File: config.mk
export PLATFORM = sky130hd
export DESIGN_NAME = braid_dist
export DESIGN_NICKNAME = d
export VERILOG_FILES = /design/src/rtl/braid_pkg.sv /design/src/rtl/braid_pick.sv /design/src/rtl/braid_dist_dp.sv /design/src/rtl/braid_dist_ctrl.sv /design/src/rtl/braid_dist.sv
export SDC_FILE = /design/constraint.sdc
export NUM_CORES = 1
export LEC_CHECK = 0
export ABC_AREA = 1
export BUFFER_PORTS_ARGS = -buffer_cell sky130_fd_sc_hd__buf_2
export CORE_MARGIN = 2
export CORE_UTILIZATION = 59
export CTS_CLUSTER_SIZE = 28
export DETAILED_ROUTE_END_ITERATION = 10
export PLACE_DENSITY = 0.89
export SLEW_MARGIN = 20
export SYNTH_ARGS = -nofsm -noshare
export SYNTH_HDL_FRONTEND = slang
export SYNTH_SLANG_ARGS = --single-unit
File: constraint.sdc
create_clock -name clk -period 7.89 [get_ports clk]
set_input_delay 0.789 -clock clk [delete_from_list [all_inputs] [get_ports clk]]
set_output_delay 0.789 -clock clk [all_outputs]
set_load 0.02 [all_outputs]
File: src/rtl/braid_pkg.sv
package braid_pkg;

  // Strobes from control to datapath for the current cycle.
  typedef struct packed {
    logic fire;   // offer accepted, slot 0 written
    logic use1;   // slot 1 written as well
  } dist_strobe_t;

endpackage

File: src/rtl/braid_pick.sv
// Lowest-index one-hot picker over an availability vector.
module braid_pick #(
  parameter int unsigned WIDTH = 8
) (
  input  logic [WIDTH-1:0] avail,
  output logic             found,
  output logic [WIDTH-1:0] pickOh
);
  always_comb begin
    pickOh = '0;
    for (int i = WIDTH - 1; i >= 0; i--) begin
      if (avail[i]) begin
        pickOh = '0;
        pickOh[i] = 1'b1;
      end
    end
    found = |avail;
  end
endmodule

File: src/rtl/braid_dist_dp.sv
module braid_dist_dp
  import braid_pkg::*;
#(
  parameter int unsigned NUM_UNITS   = 8,
  parameter int unsigned QUEUE_DEPTH = 32,
  parameter int unsigned DATA_W      = 32
) (
  input  logic                     clk,
  input  logic                     rst_n,
  input  dist_strobe_t             strobe,
  input  logic [NUM_UNITS-1:0]     tgt0Oh,
  input  logic [NUM_UNITS-1:0]     tgt1Oh,
  input  logic [2*NUM_UNITS-1:0]   unitPop,
  input  logic [2*DATA_W-1:0]      inData,
  output logic [2*NUM_UNITS-1:0]   enqMask,
  output logic [2*DATA_W-1:0]      enqData,
  output logic [NUM_UNITS-1:0]     hasOne,
  output logic [NUM_UNITS-1:0]     hasTwo
);
  localparam int unsigned CW = $clog2(QUEUE_DEPTH + 1);

  assign enqData = inData;

  for (genvar u = 0; u < NUM_UNITS; u++) begin : g_unit
    logic [CW-1:0] occ;
    logic [CW:0]   pushN, popN, occNext;
    logic          wr0, wr1;

    assign wr0 = strobe.fire & tgt0Oh[u];
    assign wr1 = strobe.fire & strobe.use1 & tgt1Oh[u];
    assign enqMask[2*u]   = wr0;
    assign enqMask[2*u+1] = wr1;

    always_comb begin
      pushN   = (CW+1)'(wr0) + (CW+1)'(wr1);
      popN    = (CW+1)'(unitPop[2*u]) + (CW+1)'(unitPop[2*u+1]);
      occNext = {1'b0, occ} + pushN - popN;
    end

    assign hasOne[u] = ({1'b0, occ} < (CW+1)'(QUEUE_DEPTH));
    assign hasTwo[u] = (({1'b0, occ} + (CW+1)'(2)) <= (CW+1)'(QUEUE_DEPTH));

    always_ff @(posedge clk) begin
      if (!rst_n) occ <= '0;
      else        occ <= occNext[CW-1:0];
    end


    no_overflow_chk: assert property (@(posedge clk) disable iff (!rst_n)
      occNext <= (CW+1)'(QUEUE_DEPTH));


    no_underflow_chk: assert property (@(posedge clk) disable iff (!rst_n)
      popN <= {1'b0, occ});
  end
endmodule

File: src/rtl/braid_dist_ctrl.sv
module braid_dist_ctrl
  import braid_pkg::*;
#(
  parameter int unsigned NUM_UNITS = 8,
  parameter int unsigned EXC_UNIT  = 0
) (
  input  logic                 clk,
  input  logic                 rst_n,
  input  logic [1:0]           inValid,
  input  logic [1:0]           inStart,
  input  logic                 excMode,
  input  logic [NUM_UNITS-1:0] unitDone,
  input  logic [NUM_UNITS-1:0] hasOne,
  input  logic [NUM_UNITS-1:0] hasTwo,
  output logic                 inReady,
  output logic [NUM_UNITS-1:0] tgt0Oh,
  output logic [NUM_UNITS-1:0] tgt1Oh,
  output dist_strobe_t         strobe
);
  localparam logic [NUM_UNITS-1:0] EXC_OH = NUM_UNITS'(1) << EXC_UNIT;

  logic [NUM_UNITS-1:0] busy, curOh;
  logic                 curOpen;

  logic [NUM_UNITS-1:0] avail, pickA, pickB, newly, keepMask;
  logic                 foundA, foundB;
  logic                 new0, ok0, ok1, space, fire;

  assign avail = excMode ? '0 : ~busy;

  braid_pick #(.WIDTH(NUM_UNITS)) i_pickA (
    .avail (avail), .found (foundA), .pickOh (pickA));

  braid_pick #(.WIDTH(NUM_UNITS)) i_pickB (
    .avail (avail & ~pickA), .found (foundB), .pickOh (pickB));

  always_comb begin
    new0 = inStart[0] | ~curOpen;

    if (excMode) begin
      tgt0Oh = EXC_OH;
      tgt1Oh = EXC_OH;
      ok0    = 1'b1;
      ok1    = 1'b1;
    end else begin
      tgt0Oh = new0 ? pickA : curOh;
      ok0    = ~new0 | foundA;
      if (inStart[1]) begin
        tgt1Oh = new0 ? pickB : pickA;
        ok1    = ~inValid[1] | (new0 ? foundB : foundA);
      end else begin
        tgt1Oh = tgt0Oh;
        ok1    = 1'b1;
      end
    end

    if (inValid[1] && (tgt1Oh == tgt0Oh))
      space = |(tgt0Oh & hasTwo);
    else
      space = (|(tgt0Oh & hasOne)) & (~inValid[1] | (|(tgt1Oh & hasOne)));

    inReady = ~inValid[0] | (ok0 & ok1 & space);
    fire    = inValid[0] & ok0 & ok1 & space;

    newly = '0;
    if (fire) begin
      if (excMode) newly = EXC_OH;
      else begin
        if (new0) newly = newly | tgt0Oh;
        if (inValid[1] && inStart[1]) newly = newly | tgt1Oh;
      end
    end

    keepMask = curOpen ? curOh : '0;
  end

  assign strobe.fire = fire;
  assign strobe.use1 = inValid[1];

  always_ff @(posedge clk) begin
    if (!rst_n) begin
      busy    <= '0;
      curOh   <= '0;
      curOpen <= 1'b0;
    end else begin
      busy <= (busy & ~(unitDone & ~keepMask)) | newly;
      if (fire) begin
        curOh   <= inValid[1] ? tgt1Oh : tgt0Oh;
        curOpen <= 1'b1;
      end
    end
  end


  one_target_chk: assert property (@(posedge clk) disable iff (!rst_n)
    fire |-> ($onehot(tgt0Oh) && $onehot(tgt1Oh)));


  busy_grant_chk: assert property (@(posedge clk) disable iff (!rst_n)
    (fire && new0 && !excMode) |-> ((tgt0Oh & busy) == '0));


  no_idle_stall_chk: assert property (@(posedge clk) disable iff (!rst_n)
    (inValid[0] && inStart[0] && !excMode && (busy == '1)) |-> !inReady);


  exc_route_chk: assert property (@(posedge clk) disable iff (!rst_n)
    (fire && excMode) |=> (busy[EXC_UNIT] && curOpen && (curOh == EXC_OH)));


  open_kept_chk: assert property (@(posedge clk) disable iff (!rst_n)
    (curOpen && !fire && ((curOh & busy) != '0)) |=> ((curOh & busy) != '0));
endmodule

File: src/rtl/braid_dist.sv
module braid_dist
  import braid_pkg::*;
#(
  parameter int unsigned NUM_UNITS   = 8,
  parameter int unsigned QUEUE_DEPTH = 32,
  parameter int unsigned DATA_W      = 32,
  parameter int unsigned EXC_UNIT    = 0
) (
  input  logic                   clk,
  input  logic                   rst_n,
  input  logic [1:0]             inValid,
  input  logic [1:0]             inStart,
  input  logic [2*DATA_W-1:0]    inData,
  input  logic                   excMode,
  input  logic [2*NUM_UNITS-1:0] unitPop,
  input  logic [NUM_UNITS-1:0]   unitDone,
  output logic                   inReady,
  output logic [2*NUM_UNITS-1:0] enqMask,
  output logic [2*DATA_W-1:0]    enqData
);
  dist_strobe_t         strobe;
  logic [NUM_UNITS-1:0] tgt0Oh, tgt1Oh, hasOne, hasTwo;

  braid_dist_ctrl #(.NUM_UNITS(NUM_UNITS), .EXC_UNIT(EXC_UNIT)) i_ctrl (
    .clk (clk), .rst_n (rst_n), .inValid (inValid), .inStart (inStart),
    .excMode (excMode), .unitDone (unitDone), .hasOne (hasOne),
    .hasTwo (hasTwo), .inReady (inReady), .tgt0Oh (tgt0Oh),
    .tgt1Oh (tgt1Oh), .strobe (strobe));

  braid_dist_dp #(.NUM_UNITS(NUM_UNITS), .QUEUE_DEPTH(QUEUE_DEPTH),
                  .DATA_W(DATA_W)) i_dp (
    .clk (clk), .rst_n (rst_n), .strobe (strobe), .tgt0Oh (tgt0Oh),
    .tgt1Oh (tgt1Oh), .unitPop (unitPop), .inData (inData),
    .enqMask (enqMask), .enqData (enqData), .hasOne (hasOne),
    .hasTwo (hasTwo));
endmodule

Word level (Yosys, flattened, before mapping)
Cells that the tools add are included.
- flip-flop bits (word level): 65
- input bits: 95
- output and inout bits: 81
- word-level logic and storage cells: 154
- add/sub/neg operators: 40
- order comparisons: 16
- equal/unequal tests: 1
- mux-type cells: 35
- bitwise logic cells: 44
- reductions and logical operators: 7
- operators with widths (kind ; count):
    $mux 8 ; 30
    $add 6x2->7 const B ; 8
    $le 7x6->1 const B ; 8
    $add 6x6->6 ; 8
    $and 8x8->8 ; 6
    $lt 6x6->1 const B ; 8
    $sub 6x6->6 ; 8
    $reduce_or 8->1 ; 5
    $add 1x1->2 ; 16
    $not 8->8 ; 4
    $and 1x1->1 ; 23
    $or 8x8->8 ; 2
    $eq 8x8->1 ; 1
    $mux 1 ; 5
    $or 1x1->1 ; 5
    $not 1->1 ; 4
    $logic_and 1x1->1 ; 2

Logic depth before layout (Yosys ltp)
Gate-level depths: netlist (run 1).
- depth in word-level cells: 35
- mapped depth: 35
- gate-level depth less buffers: 34

Hierarchy
From an unflattened synthesis (run 1), not the netlist that was laid out.
- cells, all modules: 1021
- area, all modules: 6662.6 sq um
- modules (own cells, without submodules) (module ; times used ; cells each ; area each (sq um) ; sequential area each (sq um)):
    braid_dist_dp ; 1 ; 633 ; 4613.2 ; 960.9
    braid_dist_ctrl ; 1 ; 328 ; 1801.7 ; 340.3
    braid_pick ; 2 ; 30 ; 123.9 ; 0.0

Worst setup path after synthesis (run 1)
OpenSTA, ideal clock, no wires.
- path type: input -> register
- start: input port inStart[1]
- end: register i_dp.g_unit[0].occ[5]
- library setup time: 0.070 ns
- arrival time: 4.336 ns
- setup slack: 3.485 ns
- stages on the path: 30
- buffers on the path: 2
- path through: buf_2 inv_1 nor2_1 inv_1 nand2_1 nand2_1 nor2_1 nor2_1 nand3_1 nor2_1 nand2_1 nand2_1 nand2_2 nand3_2 buf_2 nor2_1 ha_1 inv_1 fa_1 inv_1 ha_1 nand2_1 nor2_1 a211oi_1 nor2_1 nor2_1 nor2_1 nor2_1 o21ai_0 a21oi_1
- cells in the longest elaborated chain, start to end: 13
- elaborated cells on any way between the ends: 19
- RTL lines (item ; RTL line ; RTL):
    start, declared ; braid_dist.sv:12 ; input logic [1:0] inStart,
    $mux 8 ; braid_dist_ctrl.sv:48 ; if (inStart[1]) begin
    $mux 8 ; braid_dist_ctrl.sv:40 ; if (excMode) begin
    $and 8x8->8 ; braid_dist_ctrl.sv:60 ; space = (|(tgt0Oh & hasOne)) & (~inValid[1] | (|(tgt1Oh & hasOne)));
    $reduce_or 8->1 ; braid_dist_ctrl.sv:60 ;
    $or 1x1->1 ; braid_dist_ctrl.sv:60 ;
    $and 1x1->1 ; braid_dist_ctrl.sv:60 ;
    $mux 1 ; braid_dist_ctrl.sv:57 ; if (inValid[1] && (tgt1Oh == tgt0Oh))
    $and 1x1->1 ; braid_dist_ctrl.sv:63 ; fire = inValid[0] & ok0 & ok1 & space;
    $and 1x1->1 ; braid_dist_dp.sv:30 ; assign wr1 = strobe.fire & strobe.use1 & tgt1Oh[u];
    $and 1x1->1 * ; braid_dist_dp.sv:30 ;
    via i_dp.g_unit[0].wr1 ; braid_dist_dp.sv:27 ; logic wr0, wr1;
    $add 1x1->2 * ; braid_dist_dp.sv:35 ; pushN = (CW+1)'(wr0) + (CW+1)'(wr1);
    $add 6x6->6 * ; braid_dist_dp.sv:37 ; occNext = {1'b0, occ} + pushN - popN;
    $sub 6x6->6 * ; braid_dist_dp.sv:37 ;
    end signal, assigned ; braid_dist_dp.sv:45 ; else occ <= occNext[CW-1:0];
    end, declared ; braid_dist_dp.sv:25 ; logic [CW-1:0] occ;
The timed path passes the listed nets; every way through them passes the cells marked *.
A chain may end at the register's enable or synchronous reset.

Worst setup path in the final report (run 1)
- start: register i_ctrl.curOpen
- end: register i_dp.g_unit[6].occ[5]
- cells in the longest elaborated chain, start to end: 16
- elaborated cells on any way between the ends: 34
- RTL lines (item ; RTL line ; RTL):
    start, declared ; braid_dist_ctrl.sv:23 ; logic curOpen;
    start signal, assigned ; braid_dist_ctrl.sv:84 ; curOpen <= 1'b0;
    start signal, assigned ; braid_dist_ctrl.sv:89 ; curOpen <= 1'b1;
    $not 1->1 * ; braid_dist_ctrl.sv:38 ; new0 = inStart[0] | ~curOpen;
    $or 1x1->1 * ; braid_dist_ctrl.sv:38 ;
    $mux 8 (on tied branches) ; braid_dist_ctrl.sv:46, braid_dist_ctrl.sv:49 ;
    $mux 8 ; braid_dist_ctrl.sv:48 ;
    $mux 8 ; braid_dist_ctrl.sv:40 ;
    $and 8x8->8 ; braid_dist_ctrl.sv:60 ;
    $reduce_or 8->1 ; braid_dist_ctrl.sv:60 ;
    $or 1x1->1 ; braid_dist_ctrl.sv:60 ;
    $and 1x1->1 ; braid_dist_ctrl.sv:60 ;
    $mux 1 ; braid_dist_ctrl.sv:57 ;
    $and 1x1->1 ; braid_dist_ctrl.sv:63 ;
    $and 1x1->1 (2 in a row) ; braid_dist_dp.sv:30 ;
    $add 1x1->2 * ; braid_dist_dp.sv:35 ;
    $add 6x6->6 * ; braid_dist_dp.sv:37 ;
    $sub 6x6->6 * ; braid_dist_dp.sv:37 ;
    end signal, assigned ; braid_dist_dp.sv:45 ;
    end, declared ; braid_dist_dp.sv:25 ;
Every way passes the cells marked *; elsewhere a longest branch is shown, timed or not.

==> qor.yml, run 1 <==
status:
  status: "complete, no violations"
yosys:
  yosys_warnings: 0
  synth-edff-count: 0
  synthCells: 970
  syn_area_um2: 6670
  avgSynthCellArea_um2: 6.87
  ys_ff_latch: 65
  synth-seq-area-share_pct: 19.5
  synth_fp_nets: 1176
  ys_types: 36
  synth_top_area_share_pct: 19.5
  synthFlopType: "dfxtp_1"
  synth_most_common_cell: "nand2_1"
  synthTopCellsByArea: "dfxtp_1, ha_1, nand2_1"
  synthTopCellsByCount: "nand2_1, inv_1, nor2_1, ha_1, buf_4"
  synth_top_area_cell: "dfxtp_1"
  async_reset_ff_share_pct: 0
cts:
  cts_buffers: 9
  root_buffer: "clkbuf_16"
  cts.reportedPaths.clkPinSlew_ns: 0.05
  insertion_delay_ns: 0.34
  cts_resized: 0
  cts_num_sinks: 65
  clockBufferDepth: 2
  postCtsHoldBufs: 0
  htree_levels: 3
  cts_setup_buffers: 0
  cts_tree: "yes"
floorplanning:
  die_h_um: 110
  die_w_um: 110
  dieArea_um2: 12200
  io_pins: 176
  start_util_pct: 61.0
  coreArea_um2: 10900
  rows: 38
pwr:
  ir_drop_uv: 149
  power_leakage_uw: 0.00356
  total_power_uw: 2030
  power.density_nw_per_um2: 304
global_route:
  antenna_found_initial: 0
  grt_pass1_wl_mm: 23.4
  grt_max_degree: 42
  grt_use_total_pct: 24.4
  grt_overflow: 0
  grt_pass1_vias: 5246
timing:
  clock.fmax_ghz: 0.175
  setup_ws_ns: 2.16
  rsz0062_at_grt: "false"
  worst_pin_slew_ns: 0.870
  min_period_ns: 5.73
  setup_viol: 0
  hold_viol: 0
  period_share_pct: 72.6
  slew_headroom_pct: 41.7
  skew_ns: 0.0116
  final.setup.tns_ns: 0
  slew_viol_final: 0
setup_path:
  cpMaxStageDelayCell: "dfxtp_1"
  critical_path.most_common_cell: "nor2_1"
  start_kind: "register"
  cp.required_ns: 8.15
  path_class: "register to register"
  r2r_cells: 29
  crit_fanout: 22
  cp-end-kind: "register"
  ff2ff_setup_slack_ns: 2.16
  max_stage_delay_ns: 0.55
  timing.rr.start: "i_ctrl.curOpen"
  crit_arrival_ns: 5.99
  r2r-end: "i_dp.g_unit[6].occ[5]"
hold_path:
  hold_class: "register to register"
  min_path_cells: 2
  worstHoldStart: "i_ctrl.busy[4]"
  holdPathEnd: "i_ctrl.busy[4]"
route:
  firstDrtPassIters: 7
  drt_iter0_drc: 386
  finalWirelength_mm: 14.4
  ant_nets: 0
  drc: 0
  vias: 5755
  routed_via_density: 5.36
  wl_per_cell_um: 13.4
final_layout:
  antenna_cells: 0
  fillers: 967
  ff_latch_area_um2: 1300
  final_util_pct: 61.3
  layout.nets: 1134
  multi_input_area_um2: 4060
  instances_no_fill: 1073
  final_layout_size_suffix_gt1_share_pct: 9.43
  area_growth_pct: 0.488
place:
  globalplace.congestion: 0.955
  dpl.hpwl_mm: 10.8
  dp_cells: 1057
  io_buffers: 47
  dp_slack_ns: 2.13
job:
  timing.max_cap.violations: 0
worst max path at each step:
| stage | from | endpoint | cells after the start |
|---|---|---|---|
| 4_1_cts | i_ctrl.curOpen | i_dp.g_unit[6].occ[5] | 29 |
| 5_1_grt | i_ctrl.curOpen | i_dp.g_unit[0].occ[5] | 28 |
| 6_report | i_ctrl.curOpen | i_dp.g_unit[6].occ[5] | 29 |
| 3_5_place_dp | inStart[0] | i_dp.g_unit[6].occ[5] | 31 |
| 3_3_place_gp | inStart[0] | i_dp.g_unit[0].occ[5] | 29 |
| 2_1_floorplan | inStart[1] | i_dp.g_unit[0].occ[5] | 30 |
sequential cells by signal (all words and copies together), names as in the netlist:
name / cells
i_dp.g_unit.occ: 48
i_ctrl.busy: 8
i_ctrl.curOh: 8
i_ctrl.curOpen: 1
metal layers:
layer	wire, um	GRT usage, %	share of wire (%)	vias to the layer above
met5	0	0	0	-
met4	397	11.2	2.8	0
met3	1120	5.47	7.8	42
met2	6570	40.1	46	237
met1	6310	30.6	44	2556
li1	-	-	-	2920
report_power, final:
part	internal, uW	switching [uW]	total (uW)
logic	401	626	1030
registers	439	122	561
clock network	293	155	448
cell usage in the layout, fill, tap and decap left out, drive strengths merged, types with 2 or more instances in the layout:
cell    netlist  routed
ha           95      95
o22ai         7       7
xor2         17      17
dfxtp        65      65
nand4        19      19
bufinv        0       2
o211ai        2       2
clkbuf        6      11
buf          94      47
a211oi        6       6
inv         159     159
fa           16      16
or2           5       5
nor3         13      13
xnor2         7       7
o21ai        48      48
clkinv        1       3
nor2        124     124
a21oi        55      55
a31oi         3       3
nand3b        2       2
nand2       170     170
nand3        54      54
cell type report:
class / instances / area share, %
Clock inverter: 5 / 1.16
Clock buffer: 11 / 3.77
Sequential cell: 65 / 19.4
Timing Repair Buffer: 47 / 3.51
Tap cell: 140 / 2.61
Inverter: 160 / 8.96
Multi-Input combinational cell: 645 / 60.6
kinds of logic (layout without fill, tap and decap cells):
kind of cell             count (synthesis)  after routing  share of synthesized area (%)
buffers and inverters                  260            223                           19.6
adder cells (fa/ha/maj)                111            111                           22.6
AND/OR/NAND/NOR                        388            388                           25.2
AO/OA/AOI/OAI                          122            122                           9.85
XOR/XNOR                                24             24                           3.15
flip-flops                              65             65                           19.5
through the flow:
step           area [um^2]  hold WS, ns
2_1_floorplan         6670        0.447
5_1_grt               6700        0.514
6_report              6700        0.479
4_1_cts               6700        0.483
3_5_place_dp          6370        0.476
3_3_place_gp          6370        0.468
worst max-delay path: cells and delay by family (launching register included):
family                     cells  cell delay [ns]
and+or+nand+nor               18             3.32
adders and majority gates      3             1.02
DFF                            1             0.55
AOI/OAI and AO/OA              3             0.44
buffers and inverters          5             0.33
Note: power is estimated with default switching activity, not from simulation.
==> run 2: changes to the inputs <==
--- a/config.mk
+++ b/config.mk
@@ -8,10 +8,10 @@
 export ABC_AREA = 1
 export BUFFER_PORTS_ARGS = -buffer_cell sky130_fd_sc_hd__buf_2
 export CORE_MARGIN = 2
-export CORE_UTILIZATION = 59
+export CORE_UTILIZATION = 49
 export CTS_CLUSTER_SIZE = 28
 export DETAILED_ROUTE_END_ITERATION = 10
-export PLACE_DENSITY = 0.89
+export PLACE_DENSITY = 0.79
 export SLEW_MARGIN = 20
 export SYNTH_ARGS = -nofsm -noshare
 export SYNTH_HDL_FRONTEND = slang
==> constraint.sdc (replaced) <==
create_clock -name clk -period 5 [get_ports clk]
set_input_delay 0.5 -clock clk [delete_from_list [all_inputs] [get_ports clk]]
set_output_delay 0.5 -clock clk [all_outputs]
set_load 0.02 [all_outputs]
==> qor.yml, run 2 (synthesized netlist as in run 1, its figures left out) <==
status:
  status: "complete, no violations"
cts:
  cts_num_sinks: 65
  cts_resized: 0
  cts.reportedPaths.clkPinSlew_ns: 0.06
  cts_buffers: 9
  clockBufferDepth: 2
  postCtsHoldBufs: 0
  root_buffer: "clkbuf_16"
  cts_tree: "yes"
  htree_levels: 3
  insertion_delay_ns: 0.34
  cts_setup_buffers: 0
pwr:
  p_comb_share_pct: 52.8
  power.internal_uw: 1680
  clockPowerShare_pct: 18.4
  seqPwrFrac_pct: 28.7
  ir_drop_uv: 180
  swShare_pct: 45.0
  power_leakage_uw: 0.00356
  switching_power_uw: 1370
  power.density_nw_per_um2: 453
timing:
  setup_ws_ns: 0.451
  slew_viol_final: 0
  min_period_ns: 4.55
  hold_viol: 0
  clock.fmax_ghz: 0.220
  skew_ns: 0.00859
  slew_headroom_pct: 42.7
  period_share_pct: 91.0
  final.setup.tns_ns: 0
  setup_viol: 0
  rsz0062_at_grt: "true"
  worst_pin_slew_ns: 0.854
place:
  io_buffers: 47
  dpl.hpwl_mm: 10.9
  globalplace.congestion: 0.993
  dp_slack_ns: -0.0125
floorplanning:
  die_w_um: 121
  dieArea_um2: 14600
  die_h_um: 121
  io_pins: 176
  start_util_pct: 50.3
  rows: 42
  coreArea_um2: 13200
route:
  wl_per_cell_um: 12.4
  finalWirelength_mm: 13.8
  drc: 0
  vias: 5630
  ant_nets: 0
  routed_via_density: 5.05
  firstDrtPassIters: 7
  drt_iter0_drc: 439
hold_path:
  hold_class: "primary input to register"
final_layout:
  largest_reg_flops: 48
  final_common_cell: "nand2_1"
  top_regs: "i_dp.g_unit.occ (48), i_ctrl.busy (8), i_ctrl.curOh (8)"
  antenna_cells: 0
  layout.nets: 1142
  final_cell_mix: "nand2_1, inv_1, nor2_1, ha_1, dfxtp_1"
  area_growth_pct: 1.07
  final_layout_size_suffix_gt1_share_pct: 9.91
  top_register: "i_dp.g_unit.occ"
global_route:
  antenna_found_initial: 0
  grt_overflow: 0
  grt_pass1_vias: 5380
  grtUsageMet3_pct: 3.87
  grt_use_met1_pct: 25.8
  grt_pass1_wl_mm: 23.9
  use_met2_pct: 33.0
  grt_use_total_pct: 20.3
  grt_max_degree: 42
  grt-busiest-layer: "met2"
setup_path:
  start_kind: "register"
  crit_arrival_ns: 4.82
  crit_fanout: 17
  path_class: "register to register"
  cp-end-kind: "register"
  cp.required_ns: 5.27
job:
  timing.max_cap.violations: 0
## run 2: cell types whose count changed in the layout (fill, tap and decap cells not counted), sizes merged
cell	change
bufinv	-2
clkinvlp	-1
clkinv	-1
clkbuf	+1
buf	+8
## run 2: metrics by stage
| step | hold WS (ns) | std cells | power, uW | utilization (%) | area, um^2 |
|---|---|---|---|---|---|
| 2_1_floorplan | 0.447 | 970 | 2230 | - | 6670 |
| 3_3_place_gp | 0.464 | 1101 | 2430 | 48.9 | 6470 |
| 3_5_place_dp | 0.471 | 1101 | 2490 | 48.9 | 6470 |
| 4_1_cts | 0.411 | 1114 | 3060 | 50.8 | 6730 |
| 5_1_grt | 0.445 | 1114 | 3410 | 50.9 | 6740 |
| 6_report | 0.420 | 1114 | 3050 | 50.9 | 6740 |
## run 2: critical path: stages, from the launching register on
cell and delay [ns]:
dfxtp_1 0.32, buf_4 0.17, inv_1 0.07, nor2_2 0.17, buf_4 0.22, a21oi_1 0.06, nand2_1 0.09, o21ai_0 0.16
nand2_1 0.13, inv_1 0.06, nand2_1 0.05, nand3_1 0.09, nor2_2 0.15, nand3_1 0.09, nand2_2 0.11, nand3_4 0.22
nor2_1 0.31, ha_1 0.20, inv_1 0.05, fa_1 0.48, inv_1 0.07, fa_1 0.43, nand2_1 0.07, inv_1 0.05
or2_2 0.26, a21oi_1 0.16, o21ai_0 0.09, a21oi_1 0.15
## run 2: power groups by stage
| stage | clock network [uW] | registers [uW] | logic, uW |
|---|---|---|---|
| global route | 595 | 906 | 1910 |
| CTS | 575 | 876 | 1610 |
| detailed placement | 0 | 886 | 1600 |
| floorplan | 0 | 834 | 1390 |
| global placement | 0 | 881 | 1540 |
| finish | 562 | 876 | 1610 |
## run 2: worst paths after layout
path,slack (ns),to,start,cells after the start
setup reg to reg,0.45,i_dp.g_unit[5].occ[4],i_ctrl.curOpen,27
setup / recovery,0.45,i_dp.g_unit[5].occ[4],i_ctrl.curOpen,27
hold / removal,0.42,i_ctrl.busy[1],unitDone[1],4
hold reg to reg,0.48,i_ctrl.busy[4],i_ctrl.busy[4],2
## run 2: layout make-up
cell class	count	area, um^2
Sequential cell	65	1300
Multi-Input combinational cell	645	4070
Fill cell	1309	6500
Inverter	160	601
Timing Repair Buffer	55	295
Tap cell	176	220
Clock buffer	12	246
Clock inverter	1	5.00
## run 2: layer usage
metal | share of wire [%] | wire length [um] | vias to the layer above
li1 | - | - | 2933
met1 | 46 | 6310 | 2475
met2 | 45 | 6170 | 184
met3 | 6.7 | 931 | 38
met4 | 3.0 | 409 | 0
met5 | 0 | 0 | -
==> run 3: changes to the inputs <==
--- a/config.mk
+++ b/config.mk
@@ -9,6 +9,7 @@
 export BUFFER_PORTS_ARGS = -buffer_cell sky130_fd_sc_hd__buf_2
 export CORE_MARGIN = 2
 export CORE_UTILIZATION = 49
+export CTS_CLUSTER_DIAMETER = 40
 export CTS_CLUSTER_SIZE = 28
 export DETAILED_ROUTE_END_ITERATION = 10
 export PLACE_DENSITY = 0.79
==> constraint.sdc (replaced) <==
create_clock -name clk -period 3.75 [get_ports clk]
set_input_delay 0.375 -clock clk [delete_from_list [all_inputs] [get_ports clk]]
set_output_delay 0.375 -clock clk [all_outputs]
set_load 0.02 [all_outputs]
==> qor.yml, run 3 (synthesized netlist as in run 1, its figures left out) <==
final_layout:
  final_util_pct: 68.7
  largest_reg_flops: 48
  top_regs: "i_dp.g_unit.occ (48), i_ctrl.busy (8), i_ctrl.curOh (8)"
  final_layout_size_suffix_gt1_share_pct: 38.5
  area_growth_pct: 36.5
  antenna_cells: 0
  final_common_cell: "buf_4"
  multi_input_area_um2: 4660
  layout.nets: 1360
  final_cell_mix: "buf_4, inv_1, nand2_1, ha_1, nor2_1"
  top_register: "i_dp.g_unit.occ"
  ff_latch_area_um2: 1320
  fillers: 1045
route:
  drt_iter0_drc: 523
  wl_per_cell_um: 14.5
  drc: 0
  finalWirelength_mm: 19.4
  routed_via_density: 5.19
  ant_nets: 0
  firstDrtPassIters: 5
  vias: 6927
pwr:
  power_leakage_uw: 0.00472
  total_power_uw: 5400
  ir_drop_uv: 318
  power.density_nw_per_um2: 593
setup_path:
  start_kind: "register"
  max_stage_delay_ns: 0.57
  crit_arrival_ns: 4.57
  crit_fanout: 5
  path_class: "register to register"
  critical_path.most_common_cell: "nor2_1"
  cp-end-kind: "register"
  cpMaxStageDelayCell: "fa_1"
  cp.required_ns: 4.03
global_route:
  grt_pass1_wl_mm: 30.2
  antenna_found_initial: 0
  grt_overflow: 0
  grt_max_degree: 42
  grt_use_total_pct: 25.8
  grt_pass1_vias: 6718
floorplanning:
  start_util_pct: 50.3
  die_w_um: 121
  dieArea_um2: 14600
  io_pins: 176
  die_h_um: 121
  coreArea_um2: 13200
  rows: 42
timing:
  setup_ws_ns: -0.545
  skew_ns: 0.00528
  clock.fmax_ghz: 0.233
  setup_viol: 35
  slew_headroom_pct: 69.2
  period_share_pct: 115
  slew_viol_final: 0
  rsz0062_at_grt: "true"
  min_period_ns: 4.29
  worst_pin_slew_ns: 0.461
  hold_viol: 0
  finalHoldWorstSlack_ns: 0.294
cts:
  cts_tree: "yes"
  cts_num_sinks: 65
  cts_buffers: 9
  htree_levels: 3
  insertion_delay_ns: 0.35
  postCtsHoldBufs: 0
  clockBufferDepth: 2
  cts.reportedPaths.clkPinSlew_ns: 0.05
  root_buffer: "clkbuf_16"
place:
  globalplace.congestion: 0.970
  io_buffers: 47
  dpl.hpwl_mm: 13.0
status:
  violations: "setup timing"
  status: "finished with violations"
job:
  timing.max_cap.violations: 0
hold_path:
  hold_class: "primary input to register"
==> run 3: changes by cell type in the layout (fill, tap and decap cells not counted), moves of 13 or more <==
| cell | previous run | this run |
|---|---|---|
| inv_1 | 157 | 142 |
| nand2_2 | 2 | 30 |
| nand3_1 | 51 | 37 |
| nand2_1 | 168 | 136 |
| buf_4 | 8 | 215 |
| nor2_4 | 2 | 25 |
| nor2_1 | 111 | 79 |
| inv_2 | 2 | 15 |
==> run 3: report_power, final <==
part           leakage (uW)  internal, uW  total (uW)  switching [uW]
registers          0.000543           925        1120             198
logic               0.00404          1670        3470            1810
clock network      0.000139           480         799             319
==> run 3: worst max-delay path, delay by kind of cell (launching register included) <==
| kind | cells | cell delay (ns) |
|---|---|---|
| AND/OR/NAND/NOR | 17 | 1.63 |
| adder cells (fa/ha/maj) | 3 | 0.94 |
| buffers and inverters | 8 | 0.70 |
| AO/OA/AOI/OAI | 4 | 0.58 |
| flip-flops | 1 | 0.36 |
==> run 3: what timing repair did <==
action,CTS,global route
resized for setup,68,92
setup endpoints to repair,37,41
cloned,1,0
buffers inserted,48,20
pin swaps,27,55
==> run 3: worst paths after layout <==
| path | from | cells past startpoint | end | slack (ns) |
|---|---|---|---|---|
| max | i_ctrl.busy[1] | 32 | i_dp.g_unit[7].occ[5] | -0.54 |
| min | unitDone[2] | 4 | i_ctrl.busy[2] | 0.29 |
| max reg2reg | i_ctrl.busy[1] | 32 | i_dp.g_unit[7].occ[5] | -0.54 |
| min reg2reg | i_ctrl.curOh[6] | 2 | i_ctrl.curOh[6] | 0.50 |
==> run 3: per-layer routing <==
layer | GRT usage, % | wire (um) | vias to the layer above
met4 | 11.9 | 779 | 0
met1 | 29.7 | 7600 | 3210
met3 | 5.85 | 1300 | 74
met5 | 0 | 0 | -
li1 | - | - | 3391
met2 | 45.1 | 9690 | 252
==> run 3: metrics by stage <==
step                      cells  setup TNS, ns  cell area, um^2  worst slack (ns)
after floorplan             970         -0.483             6820           -0.0871
after global placement     1260         -17.20             7800            -0.720
after detailed placement   1260         -19.33             7800            -0.785
after CTS                  1323          -5.00             8700            -0.338
after global routing       1335         -17.94             9100            -0.777
final                      1335         -10.01             9100            -0.545
==> run 3: area by class of cell <==
cell class                 instances  area share, %
inverter                         160           6.65
timing repair buffer             273           22.2
clock inverter                     3          0.165
clock buffer                      13           2.86
multi-input combinational        645           51.2
sequential                        65           14.5
tap                              176           2.42
